**config.mk**
```make
export PLATFORM = sky130hd
export DESIGN_NAME = iocyc_seq
export DESIGN_NICKNAME = d
export VERILOG_FILES = /design/src/rtl/iocyc_pkg.sv /design/src/rtl/iocyc_fsm.sv /design/src/rtl/iocyc_bus.sv /design/src/rtl/iocyc_capture.sv /design/src/rtl/iocyc_seq.sv
export SDC_FILE = /design/constraint.sdc
export NUM_CORES = 1
export LEC_CHECK = 0
export BUFFER_PORTS_ARGS = -buffer_cell sky130_fd_sc_hd__buf_4
export CORE_ASPECT_RATIO = 0.5
export CORE_UTILIZATION = 40
export CTS_BUF_LIST = sky130_fd_sc_hd__clkbuf_4 sky130_fd_sc_hd__clkbuf_8 sky130_fd_sc_hd__clkbuf_16
export CTS_CLUSTER_SIZE = 14
export DETAILED_ROUTE_END_ITERATION = 8
export PLACE_DENSITY = 0.69
export SLEW_MARGIN = 15
export SYNTH_ARGS = -nofsm -noshare
export SYNTH_HDL_FRONTEND = slang
export SYNTH_HIERARCHICAL = 1
export SYNTH_SLANG_ARGS = --single-unit
```
**constraint.sdc**
```tcl
create_clock -name clk -period 3.1 [get_ports clk]
set_clock_uncertainty 0.05 [all_clocks]
set_input_delay 0.155 -clock clk [delete_from_list [all_inputs] [get_ports clk]]
set_output_delay 0.155 -clock clk [all_outputs]
set_load 0.01 [all_outputs]
```
**src/rtl/iocyc_pkg.sv**
```systemverilog
package iocyc_pkg;

   typedef enum logic [2:0] {
      ST_IDLE = 3'd0,
      ST_T1   = 3'd1,
      ST_T2   = 3'd2,
      ST_TW   = 3'd3,
      ST_T3   = 3'd4
   } tstate_e;

   localparam int unsigned NUM_ST = 5;

   typedef struct packed {
      logic idle;
      logic t1;
      logic t2;
      logic tw;
      logic t3;
   } phase_t;

endpackage

```
**src/rtl/iocyc_fsm.sv**
```systemverilog
module iocyc_fsm
   import iocyc_pkg::*;
#(
   parameter int unsigned AUTO_WAITS = 1,
   parameter bit          ONEHOT     = 1'b1
) (
   input  logic   clk,
   input  logic   rst_n,
   input  logic   start,
   input  logic   wait_n,
   output phase_t ph,
   output logic   launch
);

   localparam int unsigned CW = (AUTO_WAITS > 1) ? $clog2(AUTO_WAITS) : 1;

   logic [CW-1:0] auto_q, auto_d;
   tstate_e       cur, nxt;

   always_comb begin
      nxt    = cur;
      auto_d = auto_q;
      launch = 1'b0;
      case (cur)
         ST_IDLE: if (start) begin
            nxt    = ST_T1;
            launch = 1'b1;
         end
         ST_T1:   nxt = ST_T2;
         ST_T2: begin
            nxt    = ST_TW;
            auto_d = CW'(AUTO_WAITS - 1);
         end
         ST_TW: begin
            if (auto_q != '0)  auto_d = auto_q - CW'(1);
            else if (wait_n)   nxt    = ST_T3;
         end
         ST_T3:   nxt = ST_IDLE;
         default: nxt = ST_IDLE;
      endcase
   end

   always_ff @(posedge clk or negedge rst_n) begin
      if (!rst_n) auto_q <= '0;
      else        auto_q <= auto_d;
   end

   if (ONEHOT) begin : g_onehot
      logic [NUM_ST-1:0] oh_q;
      always_ff @(posedge clk or negedge rst_n) begin
         if (!rst_n) oh_q <= NUM_ST'(1);
         else        oh_q <= NUM_ST'(1) << nxt;
      end
      always_comb begin
         cur = ST_IDLE;
         if (oh_q[ST_T1]) cur = ST_T1;
         if (oh_q[ST_T2]) cur = ST_T2;
         if (oh_q[ST_TW]) cur = ST_TW;
         if (oh_q[ST_T3]) cur = ST_T3;
      end
      assign ph.idle = oh_q[ST_IDLE];
      assign ph.t1   = oh_q[ST_T1];
      assign ph.t2   = oh_q[ST_T2];
      assign ph.tw   = oh_q[ST_TW];
      assign ph.t3   = oh_q[ST_T3];
   end else begin : g_binary
      tstate_e st_q;
      always_ff @(posedge clk or negedge rst_n) begin
         if (!rst_n) st_q <= ST_IDLE;
         else        st_q <= nxt;
      end
      assign cur     = st_q;
      assign ph.idle = (st_q == ST_IDLE);
      assign ph.t1   = (st_q == ST_T1);
      assign ph.t2   = (st_q == ST_T2);
      assign ph.tw   = (st_q == ST_TW);
      assign ph.t3   = (st_q == ST_T3);
   end

endmodule

```
**src/rtl/iocyc_bus.sv**
```systemverilog
module iocyc_bus
   import iocyc_pkg::*;
#(
   parameter int unsigned ADDR_W = 8,
   parameter int unsigned DATA_W = 8
) (
   input  logic              clk,
   input  logic              rst_n,
   input  logic              launch,
   input  logic [ADDR_W-1:0] port_in,
   input  logic [DATA_W-1:0] wdata_in,
   input  logic              write_in,
   input  phase_t            ph,
   output logic [ADDR_W-1:0] addr,
   output logic              iorq_n,
   output logic              rd_n,
   output logic              wr_n,
   output logic [DATA_W-1:0] dout,
   output logic              doe,
   output logic              is_write
);

   logic [ADDR_W-1:0] port_q;
   logic [DATA_W-1:0] data_q;
   logic              dir_q;
   logic              active, strobe;

   always_ff @(posedge clk or negedge rst_n) begin
      if (!rst_n) begin
         port_q <= '0;
         data_q <= '0;
         dir_q  <= 1'b0;
      end else if (launch) begin
         port_q <= port_in;
         data_q <= wdata_in;
         dir_q  <= write_in;
      end
   end

   assign active   = ph.t1 | ph.t2 | ph.tw | ph.t3;
   assign strobe   = ph.t2 | ph.tw | ph.t3;
   assign addr     = active ? port_q : '0;
   assign iorq_n   = ~strobe;
   assign rd_n     = ~(strobe & ~dir_q);
   assign wr_n     = ~(strobe &  dir_q);
   assign doe      = active & dir_q;
   assign dout     = doe ? data_q : '0;
   assign is_write = dir_q;

endmodule

```
**src/rtl/iocyc_capture.sv**
```systemverilog
module iocyc_capture #(
   parameter int unsigned DATA_W = 8
) (
   input  logic              clk,
   input  logic              rst_n,
   input  logic              last,
   input  logic              is_write,
   input  logic [DATA_W-1:0] din,
   output logic [DATA_W-1:0] rdata,
   output logic              done
);

   always_ff @(posedge clk or negedge rst_n) begin
      if (!rst_n) begin
         rdata <= '0;
         done  <= 1'b0;
      end else begin
         done <= last;
         if (last && !is_write) rdata <= din;
      end
   end

endmodule

```
**src/rtl/iocyc_seq.sv**
```systemverilog
module iocyc_seq
   import iocyc_pkg::*;
#(
   parameter int unsigned ADDR_W     = 8,
   parameter int unsigned DATA_W     = 8,
   parameter int unsigned AUTO_WAITS = 1,
   parameter bit          ONEHOT     = 1'b1
) (
   input  logic              clk,
   input  logic              rst_n,
   input  logic              req_start,
   input  logic              req_write,
   input  logic [ADDR_W-1:0] req_port,
   input  logic [DATA_W-1:0] req_wdata,
   input  logic              bus_wait_n,
   input  logic [DATA_W-1:0] bus_din,
   output logic [ADDR_W-1:0] bus_addr,
   output logic              bus_iorq_n,
   output logic              bus_rd_n,
   output logic              bus_wr_n,
   output logic [DATA_W-1:0] bus_dout,
   output logic              bus_doe,
   output logic [DATA_W-1:0] rsp_rdata,
   output logic              rsp_done,
   output logic              busy
);

   if (ADDR_W < 1) begin : g_bad_addr
      $error("iocyc_seq: ADDR_W must be at least 1");
   end
   if (DATA_W < 1) begin : g_bad_data
      $error("iocyc_seq: DATA_W must be at least 1");
   end
   if (AUTO_WAITS < 1) begin : g_bad_waits
      $error("iocyc_seq: AUTO_WAITS must be at least 1");
   end

   phase_t ph;
   logic   launch;
   logic   is_write;

   iocyc_fsm #(
      .AUTO_WAITS (AUTO_WAITS),
      .ONEHOT     (ONEHOT)
   ) u_fsm (
      .clk    (clk),
      .rst_n  (rst_n),
      .start  (req_start),
      .wait_n (bus_wait_n),
      .ph     (ph),
      .launch (launch)
   );

   iocyc_bus #(
      .ADDR_W (ADDR_W),
      .DATA_W (DATA_W)
   ) u_bus (
      .clk      (clk),
      .rst_n    (rst_n),
      .launch   (launch),
      .port_in  (req_port),
      .wdata_in (req_wdata),
      .write_in (req_write),
      .ph       (ph),
      .addr     (bus_addr),
      .iorq_n   (bus_iorq_n),
      .rd_n     (bus_rd_n),
      .wr_n     (bus_wr_n),
      .dout     (bus_dout),
      .doe      (bus_doe),
      .is_write (is_write)
   );

   iocyc_capture #(
      .DATA_W (DATA_W)
   ) u_cap (
      .clk      (clk),
      .rst_n    (rst_n),
      .last     (ph.t3),
      .is_write (is_write),
      .din      (bus_din),
      .rdata    (rsp_rdata),
      .done     (rsp_done)
   );

   assign busy = ~ph.idle;

endmodule

```
# Yosys cells after proc, flatten, opt, wreduce, memory -nomap -nowiden
# Index checks and enable logic that the tools add are counted.
# totals
ff_bits	32
elab_cells	43
input_bits	29
# classes
reduce_logical	4
n_eq_ne	3
mux	14
shift	1
n_bitwise	13
add_sub_neg	1
# ops
op	n
$mux W8	2
$mux W3	4
$pmux W3 S4	1
$eq A3 B2 Y1 const B	2
$not A1 Y1	5
$or A1 B1 Y1	5
$shl A1 B3 Y5 const A	1
$mux W1	4
$mux W2	2
$and A1 B1 Y1	3
$eq A3 B1 Y1 const B	1
$logic_not A3 Y1	1
$pmux W1 S2	1
$reduce_bool A2 Y1	1
$logic_and A1 B1 Y1	1
$logic_not A1 Y1	1
$sub A1 B1 Y1 const B	1

# Depth between registers and ports, before layout
# Gate-level depths: netlist of run 1.
# logic_depth
ltp_word	8
depth_mapped	5
ltp_nobuf	3

# Cells and area by module
# The synthesis of run 1 kept the hierarchy.
# modules_own_cells
mod	cells_per_inst	area_each_um2	n_inst	seq_area_each_um2
iocyc_bus	60	794.5	1	425.4
iocyc_capture	19	370.4	1	225.2
iocyc_fsm	15	191.4	1	126.4
iocyc_seq	1	3.8	1	0.0

# Worst setup path before layout of run 1
# Ideal clock, no wire load.
# synth_timing
path_kind	reg2reg
start	reg u_fsm.g_onehot.oh_q[4]
end	reg u_bus.data_q[4]
setup_time_ns	0.125
arrival_ns	1.454
path_buffers	2
slack_ns	1.471
stages_incl_launch_ff	5
period_less_slack_ns	1.629
cell_sequence	dfrtp_1 > nor4_1 > buf_2 > buf_2 > mux2_2
# synth_between
elab_chain_cells	3
# synth_lines
element	line_no	rtl
from (decl)	iocyc_fsm.sv:49	logic [NUM_ST-1:0] oh_q;
from (signal assigned)	iocyc_fsm.sv:52	else oh_q <= NUM_ST'(1) << nxt;
$mux W3	iocyc_fsm.sv:59	if (oh_q[ST_T3]) cur = ST_T3;
$logic_not A3 Y1	iocyc_fsm.sv:24	case (cur)
$mux W1	iocyc_fsm.sv:24	
net launch	iocyc_seq.sv:39	logic launch;
to (signal assigned)	iocyc_bus.sv:35	data_q <= wdata_in;
to (decl)	iocyc_bus.sv:24	logic [DATA_W-1:0] data_q;
# The timed path passes the listed nets, and every way through them passes these cells.
# A chain may end at the register's enable or synchronous reset.

# Final worst setup path of run 1
# layout_timing
start	reg u_fsm.g_onehot.oh_q[4]
end	out bus_dout[4]
# layout_between
elab_chain_cells	3
# layout_lines
element	line_no	rtl
$or A1 B1 Y1	iocyc_bus.sv:40	assign active = ph.t1 | ph.t2 | ph.tw | ph.t3;
$and A1 B1 Y1	iocyc_bus.sv:46	assign doe = active & dir_q;
$mux W8	iocyc_bus.sv:47	assign dout = doe ? data_q : '0;
to (decl)	iocyc_seq.sv:21	output logic [DATA_W-1:0] bus_dout,
# No other way between the ends.

==> flow_metrics.env, run 1 <==
export IMPL_clock_fmax_mhz=450
export IMPL_die_w_um=84.5
export IMPL_ir_worst_vdd_v=0.000506
export IMPL_fin_nets=186
export IMPL_avgSynthCellArea_um2=14.3
export IMPL_root_buffer="clkbuf_8"
export IMPL_hpwlAfterDp_um=1940
export IMPL_critPathKind="reg -> out"
export IMPL_place_area_um2=1820
export IMPL_start_kind="flip-flop"
export IMPL_end_kind="primary output"
export IMPL_dieArea_um2=3650
export IMPL_final_core_util=0.623
export IMPL_rows=14
export IMPL_finalHoldViolCount=0
export IMPL_die_h_um=43.2
export IMPL_leakage_uw=0.000954
export IMPL_grt_pass1_wl_um=4490
export IMPL_wl_per_cell_um=13.8
export IMPL_ant_nets=0
export IMPL_clk_pin_slew_ns=0.06
export IMPL_routed_wl_um=2730
export IMPL_final_setup_tns_ns=0
export IMPL_cp_required_ns=2.89
export IMPL_placedCellCount=188
export IMPL_antenna_found_initial=0
export IMPL_globalRouteOverflowTotal=0
export IMPL_drc=0
export IMPL_firstDrtPassIters=4
export IMPL_ys_types=22
export IMPL_worst_pin_slew_ns=0.473
export IMPL_final_area_um2=1940
export IMPL_gp_congestion=0.752
export IMPL_yosysTopAreaCell="dfrtp_1"
export IMPL_grt_max_degree=32
export IMPL_status="finished, final reports clean"
export IMPL_synthCells=95
export IMPL_ys_seq_area_frac=0.571
export IMPL_coreArea_um2=3120
export IMPL_initial_core_util=0.436
export IMPL_synth_ff_latch_count=31
export IMPL_cts_resized=0
export IMPL_maxCapViolCount=0
export IMPL_drt_initial_drc_count=20
export IMPL_cellPowerDensity_nw_per_um2=1100
export IMPL_layout_drive_gt1_share=0.690
export IMPL_cts_made_buffers=5
export IMPL_synth_area_leaders="dfrtp_1, mux2_2, mux2_4"
export IMPL_routed_via_density=4.75
export IMPL_stdcell_count=198
export IMPL_synth_warnings=6
export IMPL_maxSlewHeadroom=0.684
export IMPL_area_growth_pct=42.8
export IMPL_path_max_fanout=17
export IMPL_setup_violations=0
export IMPL_rsz0062_at_grt="no"
export IMPL_htree_levels=2
export IMPL_netlist_area_leader_share=0.552
export IMPL_track_usage=0.166
export IMPL_drv_slew=0
export IMPL_arrival_ns=2.02
export IMPL_syn_nets=124
export IMPL_hold_slack_ns=0.0539
export IMPL_hold_class="in -> reg"
export IMPL_clk_latency_ns=0.28
export IMPL_cts_tree="yes"
export IMPL_finalCritPeriodShare=0.717
export IMPL_clockBufferDepth=2
export IMPL_clock_sinks=31
export IMPL_syn_area_um2=1360
export IMPL_portBuffers=58
export IMPL_antennaDiodeCount=0
export IMPL_grt_pass1_vias=977
export IMPL_num_vias=940
export IMPL_fin_crit_ns=2.22
export IMPL_io_pins=59
==> area by class of cell <==
cell class                 instances  area [um^2]
inverter                           2         7.51
multi-input combinational         56          541
sequential                        31          777
fill                             258         1180
clock buffer                       8          104
tap                               40         50.0
timing repair buffer              61          463
==> power breakdown <==
part,total (uW),switching (uW),internal [uW],leakage (uW)
sequential,742,136,607,0.000373
combinational,1040,406,632,0.000526
clock,356,145,211,0.0000549
total,2140,686,1450,0.000954
==> synth_stat cells <==
cell type,n
clkbuf_1,1
inv_1,2
nor4b_1,1
dfrtp_1,30
a21oi_1,1
o41ai_1,1
mux2_2,17
or2_2,1
nand2b_1,3
dfstp_2,1
buf_6,2
nor3_1,1
and2_2,6
or2b_1,1
and2_1,3
nor4_1,2
nor2b_4,1
buf_2,3
and3_2,7
or4_1,1
mux2_4,8
and3_1,2
==> sequential cells by signal, indices dropped and copies added, names as in the netlist <==
| name | count |
|---|---|
| u_bus/data_q | 8 |
| u_bus/is_write | 1 |
| u_bus/port_q | 8 |
| u_cap/done | 1 |
| u_cap/rdata | 8 |
| u_fsm/g_onehot.oh_q | 5 |
==> cell usage in the layout (no fill, tap or decap) <==
cell type and count:
dfstp_2 1, inv_1 2, dlygate4sd3_1 2, a21oi_1 1, nor4_2 1, or2_2 1
clkbuf_4 1, o41ai_1 1, nor3_1 1, and3_2 7, buf_4 59, nor4b_1 1
and2_1 3, and3_1 2, mux2_2 17, nor4_1 1, nand2b_1 3, mux2_4 8
dfrtp_1 30, or2b_1 1, clkbuf_8 7, and2_2 6, or4_1 1, nor2b_4 1
==> cells by family after synthesis <==
logic type | after synthesis | share of synthesized area
flops | 31 | 0.571
simple gates | 29 | 0.154
mux | 25 | 0.229
buf+inv | 8 | 0.0359
compound gates | 2 | 0.0101
==> worst paths after layout <==
path / from / end / slack (ns) / depth (start not counted)
hold / removal: bus_din[5] / u_cap/rdata[5] / 0.05 / 2
setup / recovery: u_fsm/g_onehot.oh_q[4] / bus_dout[4] / 0.88 / 3
max in group asynchronous: rst_n / u_fsm/g_onehot.oh_q[0] / 2.38 / 2
min in group asynchronous: rst_n / u_bus/port_q[3] / 0.30 / 2
setup reg to reg: u_fsm/g_onehot.oh_q[4] / u_bus/port_q[2] / 1.52 / 3
hold reg to reg: u_fsm/g_onehot.oh_q[1] / u_fsm/g_onehot.oh_q[0] / 0.42 / 1
==> critical path, cell delays in order (launching register included) <==
cell	delay, ns
dfrtp_1	0.46
or4_1	0.81
and3_2	0.33
buf_4	0.14
==> metal layers <==
layer,part of all wire,vias up,track usage
met5,0,-,0
met4,0.0084,0,0.0712
met3,0.046,3,0.0506
met2,0.51,20,0.277
met1,0.43,467,0.205
li1,-,450,-
==> metrics by stage <==
stage / setup WS (ns) / total power [uW]
after floorplan: 1.47 / 1360
after detailed placement: 1.17 / 1800
after global placement: 1.22 / 1770
after CTS: 0.866 / 2160
after global routing: 0.780 / 2270
final: 0.879 / 2140
==> repair_timing <==
action	in CTS	in global routing
hold buffers	2	0
setup buffers	0	0
hold endpoints to repair	31	0
No activity file was read; power rests on OpenSTA's default activity.
==> run 2, diff against run 1 <==
==> constraint.sdc (replaced) <==
create_clock -name clk -period 2.1 [get_ports clk]
set_clock_uncertainty 0.05 [all_clocks]
set_input_delay 0.105 -clock clk [delete_from_list [all_inputs] [get_ports clk]]
set_output_delay 0.105 -clock clk [all_outputs]
set_load 0.01 [all_outputs]
==> run 2 against run 1 <==
Net effect:
- non-clock buffer count up 5
- first-iteration DRC count down 5.0%
- via count unchanged
- flip-flop and latch count unchanged
- global-route usage unchanged
- final cell count up 2.5%
- register-to-register slack worse by 1.1 ns
- sequential power up 47%
- worst hold slack worse by 0.042 ns
- critical endpoint is now bus_dout[3]
- largest power group unchanged
==> flow_metrics.env, run 2 (synthesis gave the netlist of run 1 again) <==
export IMPL_rows=14
export IMPL_setup_violations=0
export IMPL_wl_per_cell_um=13.0
export IMPL_ir_worst_vdd_v=0.000693
export IMPL_leakage_uw=0.000976
export IMPL_globalRouteOverflowTotal=0
export IMPL_clockBufferDepth=2
export IMPL_post_place_ws_ns=0.261
export IMPL_final_core_util=0.639
export IMPL_cpPeakStageDelay_ns=0.64
export IMPL_mostFrequentLayoutCell="buf_4"
export IMPL_finalCritPeriodShare=0.919
export IMPL_post_cts_buffers=0
export IMPL_dieArea_um2=3650
export IMPL_regToRegSetupSlack_ns=0.43
export IMPL_hold_class="in -> reg"
export IMPL_maxSlewHeadroom=0.753
export IMPL_cellPowerDensity_nw_per_um2=1580
export IMPL_grt_pass1_vias=947
export IMPL_nFillCells=255
export IMPL_fin_nets=191
export IMPL_routed_wl_um=2650
export IMPL_layout_common_cells="buf_4, dfrtp_1, mux2_2"
export IMPL_htree_levels=2
export IMPL_num_vias=940
export IMPL_worstPathCellList="or4_4 -> and3_2 -> buf_4"
export IMPL_final_setup_tns_ns=0
export IMPL_worst_pin_slew_ns=0.370
export IMPL_end_kind="primary output"
export IMPL_reg2reg_from="u_fsm/g_onehot.oh_q[4]"
export IMPL_fin_crit_ns=1.93
export IMPL_drc=0
export IMPL_die_w_um=84.5
export IMPL_drt_initial_drc_count=19
export IMPL_critPathKind="reg -> out"
export IMPL_portBuffers=58
export IMPL_die_h_um=43.2
export IMPL_path_delay_family="simple AND/OR/NAND/NOR gates"
export IMPL_rsz0062_at_grt="no"
export IMPL_crit_buf_inv=1
export IMPL_cts_made_buffers=5
export IMPL_status="finished, final reports clean"
export IMPL_crit_start="u_fsm/g_onehot.oh_q[3]"
export IMPL_io_pins=59
export IMPL_routed_via_density=4.63
export IMPL_initial_core_util=0.436
export IMPL_drv_slew=0
export IMPL_clock_sinks=31
export IMPL_coreArea_um2=3120
export IMPL_setup_slack_ns=0.170
export IMPL_clk_latency_ns=0.27
export IMPL_cp_required_ns=1.95
export IMPL_antenna_found_initial=0
export IMPL_layout_drive_gt1_share=0.681
export IMPL_gp_congestion=0.786
export IMPL_area_growth_pct=46.6
export IMPL_finalHoldViolCount=0
export IMPL_root_buffer="clkbuf_8"
export IMPL_grt_pass1_wl_um=4410
export IMPL_start_kind="flip-flop"
export IMPL_arrival_ns=1.77
export IMPL_cts_tree="yes"
export IMPL_antennaDiodeCount=0
export IMPL_firstDrtPassIters=2
export IMPL_hold_start="req_write"
export IMPL_path_max_fanout=17
export IMPL_maxCapViolCount=0
export IMPL_ant_nets=0
export IMPL_grt_max_degree=32
export IMPL_clk_pin_slew_ns=0.06
export IMPL_crit_path_top_delay_cell="or4_4"
export IMPL_hpwlAfterDp_um=1890
export IMPL_clock_fmax_mhz=518
export IMPL_track_usage=0.166
export IMPL_top_regs="u_bus/data_q x8, u_bus/port_q x8, u_cap/rdata x8"
## run 2: changes by cell type in the layout (fill, tap and decap cells not counted), sizes merged
cell | before | now
buf | 59 | 60
dlygate4sd3 | 2 | 6
## run 2: path summary, 6_finish.rpt
check	cells past startpoint	to
setup / recovery	3	bus_dout[3]
hold / removal	2	u_bus/is_write
setup reg to reg	4	u_bus/data_q[2]
hold reg to reg	1	u_fsm/g_onehot.oh_q[0]
max in group asynchronous	2	u_fsm/g_onehot.oh_q[0]
min in group asynchronous	2	u_bus/port_q[3]
## run 2: routing by layer
layer  up-vias  track usage  part of all wire
met3         4       0.0681             0.043
li1        463            -                 -
met5         -            0                 0
met2        21        0.279              0.52
met4         0       0.0712             0.014
met1       452        0.193              0.42
## run 2: metrics by stage
step / cell area, um^2 / cells / hold slack [ns] / total power [uW]
after floorplan: 1360 / 95 / -0.241 / 2010
after global placement: 1830 / 189 / 0.00641 / 2620
after detailed placement: 1830 / 189 / 0.00882 / 2650
after CTS: 1980 / 202 / 0.00109 / 3200
after global routing: 1990 / 203 / 0.000411 / 3380
final: 1990 / 203 / 0.0114 / 3150
## run 2: cell type report
type	instances	area, um^2	area share
Timing Repair Buffer	66	510	0.256
Sequential cell	31	777	0.390
Inverter	2	7.51	0.00377
Tap cell	40	50.0	0.0251
Clock buffer	8	104	0.0521
Multi-Input combinational cell	56	544	0.273
## run 2: timing repair
item / in CTS / in global routing
hold buffers: 5 / 1
setup endpoints to repair: 14 / 0
endpoints found under the hold margin: 34 / 1
resized for setup: 1 / 0
## run 2: power breakdown
group	internal [uW]	leakage, uW	switching (uW)
logic	957	0.000549	600
clock network	311	0.0000549	197
registers	896	0.000373	192
==> run 3, diff against run 2 <==
--- a/config.mk
+++ b/config.mk
@@ -11,9 +11,8 @@
 export CTS_BUF_LIST = sky130_fd_sc_hd__clkbuf_4 sky130_fd_sc_hd__clkbuf_8 sky130_fd_sc_hd__clkbuf_16
 export CTS_CLUSTER_SIZE = 14
 export DETAILED_ROUTE_END_ITERATION = 8
-export PLACE_DENSITY = 0.69
+export PLACE_DENSITY = 0.7
 export SLEW_MARGIN = 15
 export SYNTH_ARGS = -nofsm -noshare
 export SYNTH_HDL_FRONTEND = slang
-export SYNTH_HIERARCHICAL = 1
 export SYNTH_SLANG_ARGS = --single-unit
==> run 3 against run 2 <==
Net effect:
- total power shrank 7.7%
- non-clock buffer count decreased by 5
- largest power group unchanged
- register-to-register slack better by 0.08 ns
- worst setup slack gained 0.064 ns
==> flow_metrics.env, run 3 <==
export IMPL_synth_area_leaders="dfrtp_1, mux2_2, and2_1"
export IMPL_met1_length_um=981
export IMPL_yosysTopAreaCell="dfrtp_1"
export IMPL_antennaDiodeCount=0
export IMPL_crit_path_top_delay_cell="or4_4"
export IMPL_met2_length_um=1260
export IMPL_wl_per_cell_um=12.1
export IMPL_regToRegSetupSlack_ns=0.51
export IMPL_drv_slew=0
export IMPL_io_pins=59
export IMPL_crit_start="u_fsm.g_onehot.oh_q[2]"
export IMPL_layout_drive_gt1_share=0.614
export IMPL_finalHoldViolCount=0
export IMPL_cts_made_buffers=5
export IMPL_critPathKind="reg -> out"
export IMPL_synth_warnings=0
export IMPL_clock_fmax_mhz=536
export IMPL_async_flop_share=1.00
export IMPL_maxCapViolCount=0
export IMPL_endpoint="bus_dout[3]"
export IMPL_syn_nets=122
export IMPL_netlist_area_leader_share=0.581
export IMPL_post_cts_buffers=0
export IMPL_globalRouteOverflowTotal=0
export IMPL_ys_seq_area_frac=0.601
export IMPL_cellPowerDensity_nw_per_um2=1550
export IMPL_antenna_found_initial=0
export IMPL_area_growth_pct=45.1
export IMPL_drc=0
export IMPL_finalCritPeriodShare=0.888
export IMPL_top_regs="u_bus.data_q x8, u_bus.port_q x8, u_cap.rdata x8"
export IMPL_highest_layer="met4"
export IMPL_final_setup_tns_ns=0
export IMPL_path_max_fanout=17
export IMPL_placedCellCount=187
export IMPL_synth_ff_latch_count=31
export IMPL_initial_core_util=0.427
export IMPL_cp_required_ns=1.95
export IMPL_firstDrtPassIters=3
export IMPL_status="finished, final reports clean"
export IMPL_routed_via_density=4.74
export IMPL_htree_levels=2
export IMPL_finalPower_uw=2910
export IMPL_avgSynthCellArea_um2=13.9
export IMPL_hpwlAfterDp_um=1740
export IMPL_clockBufferDepth=2
export IMPL_yosysMostFrequentCell="dfrtp_1"
export IMPL_fin_crit_ns=1.87
export IMPL_worstPathCellList="or4_4 -> and3_1 -> buf_4"
export IMPL_portBuffers=58
export IMPL_num_vias=939
export IMPL_worst_pin_slew_ns=0.436
export IMPL_synth_edf_count=0
export IMPL_ant_nets=0
export IMPL_hold_class="in -> reg"
export IMPL_track_usage=0.166
export IMPL_grt_max_degree=32
export IMPL_ir_worst_vdd_v=0.000866
export IMPL_gp_congestion=0.671
export IMPL_coreArea_um2=3030
export IMPL_die_w_um=82.4
export IMPL_syn_area_um2=1290
export IMPL_grt_pass1_wl_um=4080
export IMPL_root_buffer="clkbuf_8"
export IMPL_clk_latency_ns=0.27
export IMPL_cts_tree="yes"
export IMPL_final_area_um2=1880
export IMPL_netlist_top_cells_count="dfrtp_1, mux2_2, and2_1"
export IMPL_setup_violations=0
export IMPL_nFillCells=252
export IMPL_stdcell_count=198
export IMPL_maxSlewHeadroom=0.708
export IMPL_synth_ff_type="dfrtp_1"
export IMPL_place_area_um2=1750
export IMPL_die_h_um=42.2
export IMPL_mostFrequentLayoutCell="buf_4"
export IMPL_layout_common_cells="buf_4, dfrtp_1, mux2_2"
export IMPL_cpPeakStageDelay_ns=0.65
export IMPL_grt_pass1_vias=936
export IMPL_end_kind="primary output"
export IMPL_synthCells=93
export IMPL_reg2reg_from="u_fsm.g_onehot.oh_q[2]"
export IMPL_start_kind="flip-flop"
export IMPL_met3_length_um=138
export IMPL_drt_initial_drc_count=37
export IMPL_leakage_uw=0.000939
export IMPL_clk_pin_slew_ns=0.06
export IMPL_ys_types=21
export IMPL_hold_slack_ns=0.0123
export IMPL_fin_nets=186
export IMPL_dieArea_um2=3480
export IMPL_routed_wl_um=2400
export IMPL_rows=14
export IMPL_ff2ff_path_depth=3
export IMPL_r2r_end="u_bus.data_q[6]"
export IMPL_clock_sinks=31
export IMPL_arrival_ns=1.71
export IMPL_rsz0062_at_grt="no"
## run 3: cell count changes after synthesis, sizes merged, moves of 2 or more
cell | previous run | this run
nor2 | 0 | 3
buf | 5 | 3
nand2 | 0 | 2
nand2b | 3 | 1
## run 3: layer usage
metal  up-vias  GRT usage
li1        445          -
met1       468      0.186
met2        24      0.289
met3         2     0.0652
met4         0     0.0526
met5         -          0
## run 3: how the worst min path moves through the flow
stage                       startpoint         endpoint  slack [ns]  depth (start not counted)
after floorplan                  rst_n  u_bus.data_q[0]       -0.24                          0
after CTS                   bus_din[4]   u_cap.rdata[4]       0.003                          2
after global placement           rst_n   u_cap.rdata[5]       0.007                          1
after detailed placement         rst_n   u_cap.rdata[1]       0.005                          1
after global routing      req_wdata[0]  u_bus.data_q[0]       0.004                          2
final                       bus_din[6]   u_cap.rdata[6]        0.01                          2
## run 3: layout make-up
cell class,count,area [um^2],area share
inverter,3,11.3,0.00600
sequential,31,777,0.414
multi-input combinational,55,477,0.254
clock buffer,7,90.1,0.0480
clock inverter,1,5.00,0.00267
tap,40,50.0,0.0267
timing repair buffer,61,465,0.248
## run 3: worst max-delay path, delay by kind of cell, from the launching register on
kind / cells / cell delay [ns]
buffers and inverters: 1 / 0.14
AND/OR/NAND/NOR: 2 / 0.88
flip-flops: 1 / 0.42
## run 3: what timing repair did
action,CTS,global route
endpoints found under the setup margin,0,17
hold buffers,2,1
gates resized for setup,0,1
endpoints found under the hold margin,31,1
## run 3: logic make-up (layout without fill, tap and decap cells)
kind of cell	count (synthesis)	after routing	share of synthesized area
AOI/OAI and AO/OA	2	2	0.0106
buffers and inverters	7	72	0.0329
DFF	31	31	0.601
muxes	25	25	0.221
and+or+nand+nor	28	28	0.135
## run 3: through the flow
step / setup slack (ns) / utilization
floorplan: 0.575 / -
global placement: 0.386 / 0.576
detailed placement: 0.349 / 0.576
CTS: 0.0487 / 0.614
global route: 0.159 / 0.619
finish: 0.234 / 0.619
## run 3: power by group
group          switching (uW)  internal, uW  leakage, uW  total [uW]
clock network             202           277    0.0000517         479
logic                     544           814     0.000515        1360
registers                 181           893     0.000372        1070
total                     928          1980     0.000939        2910
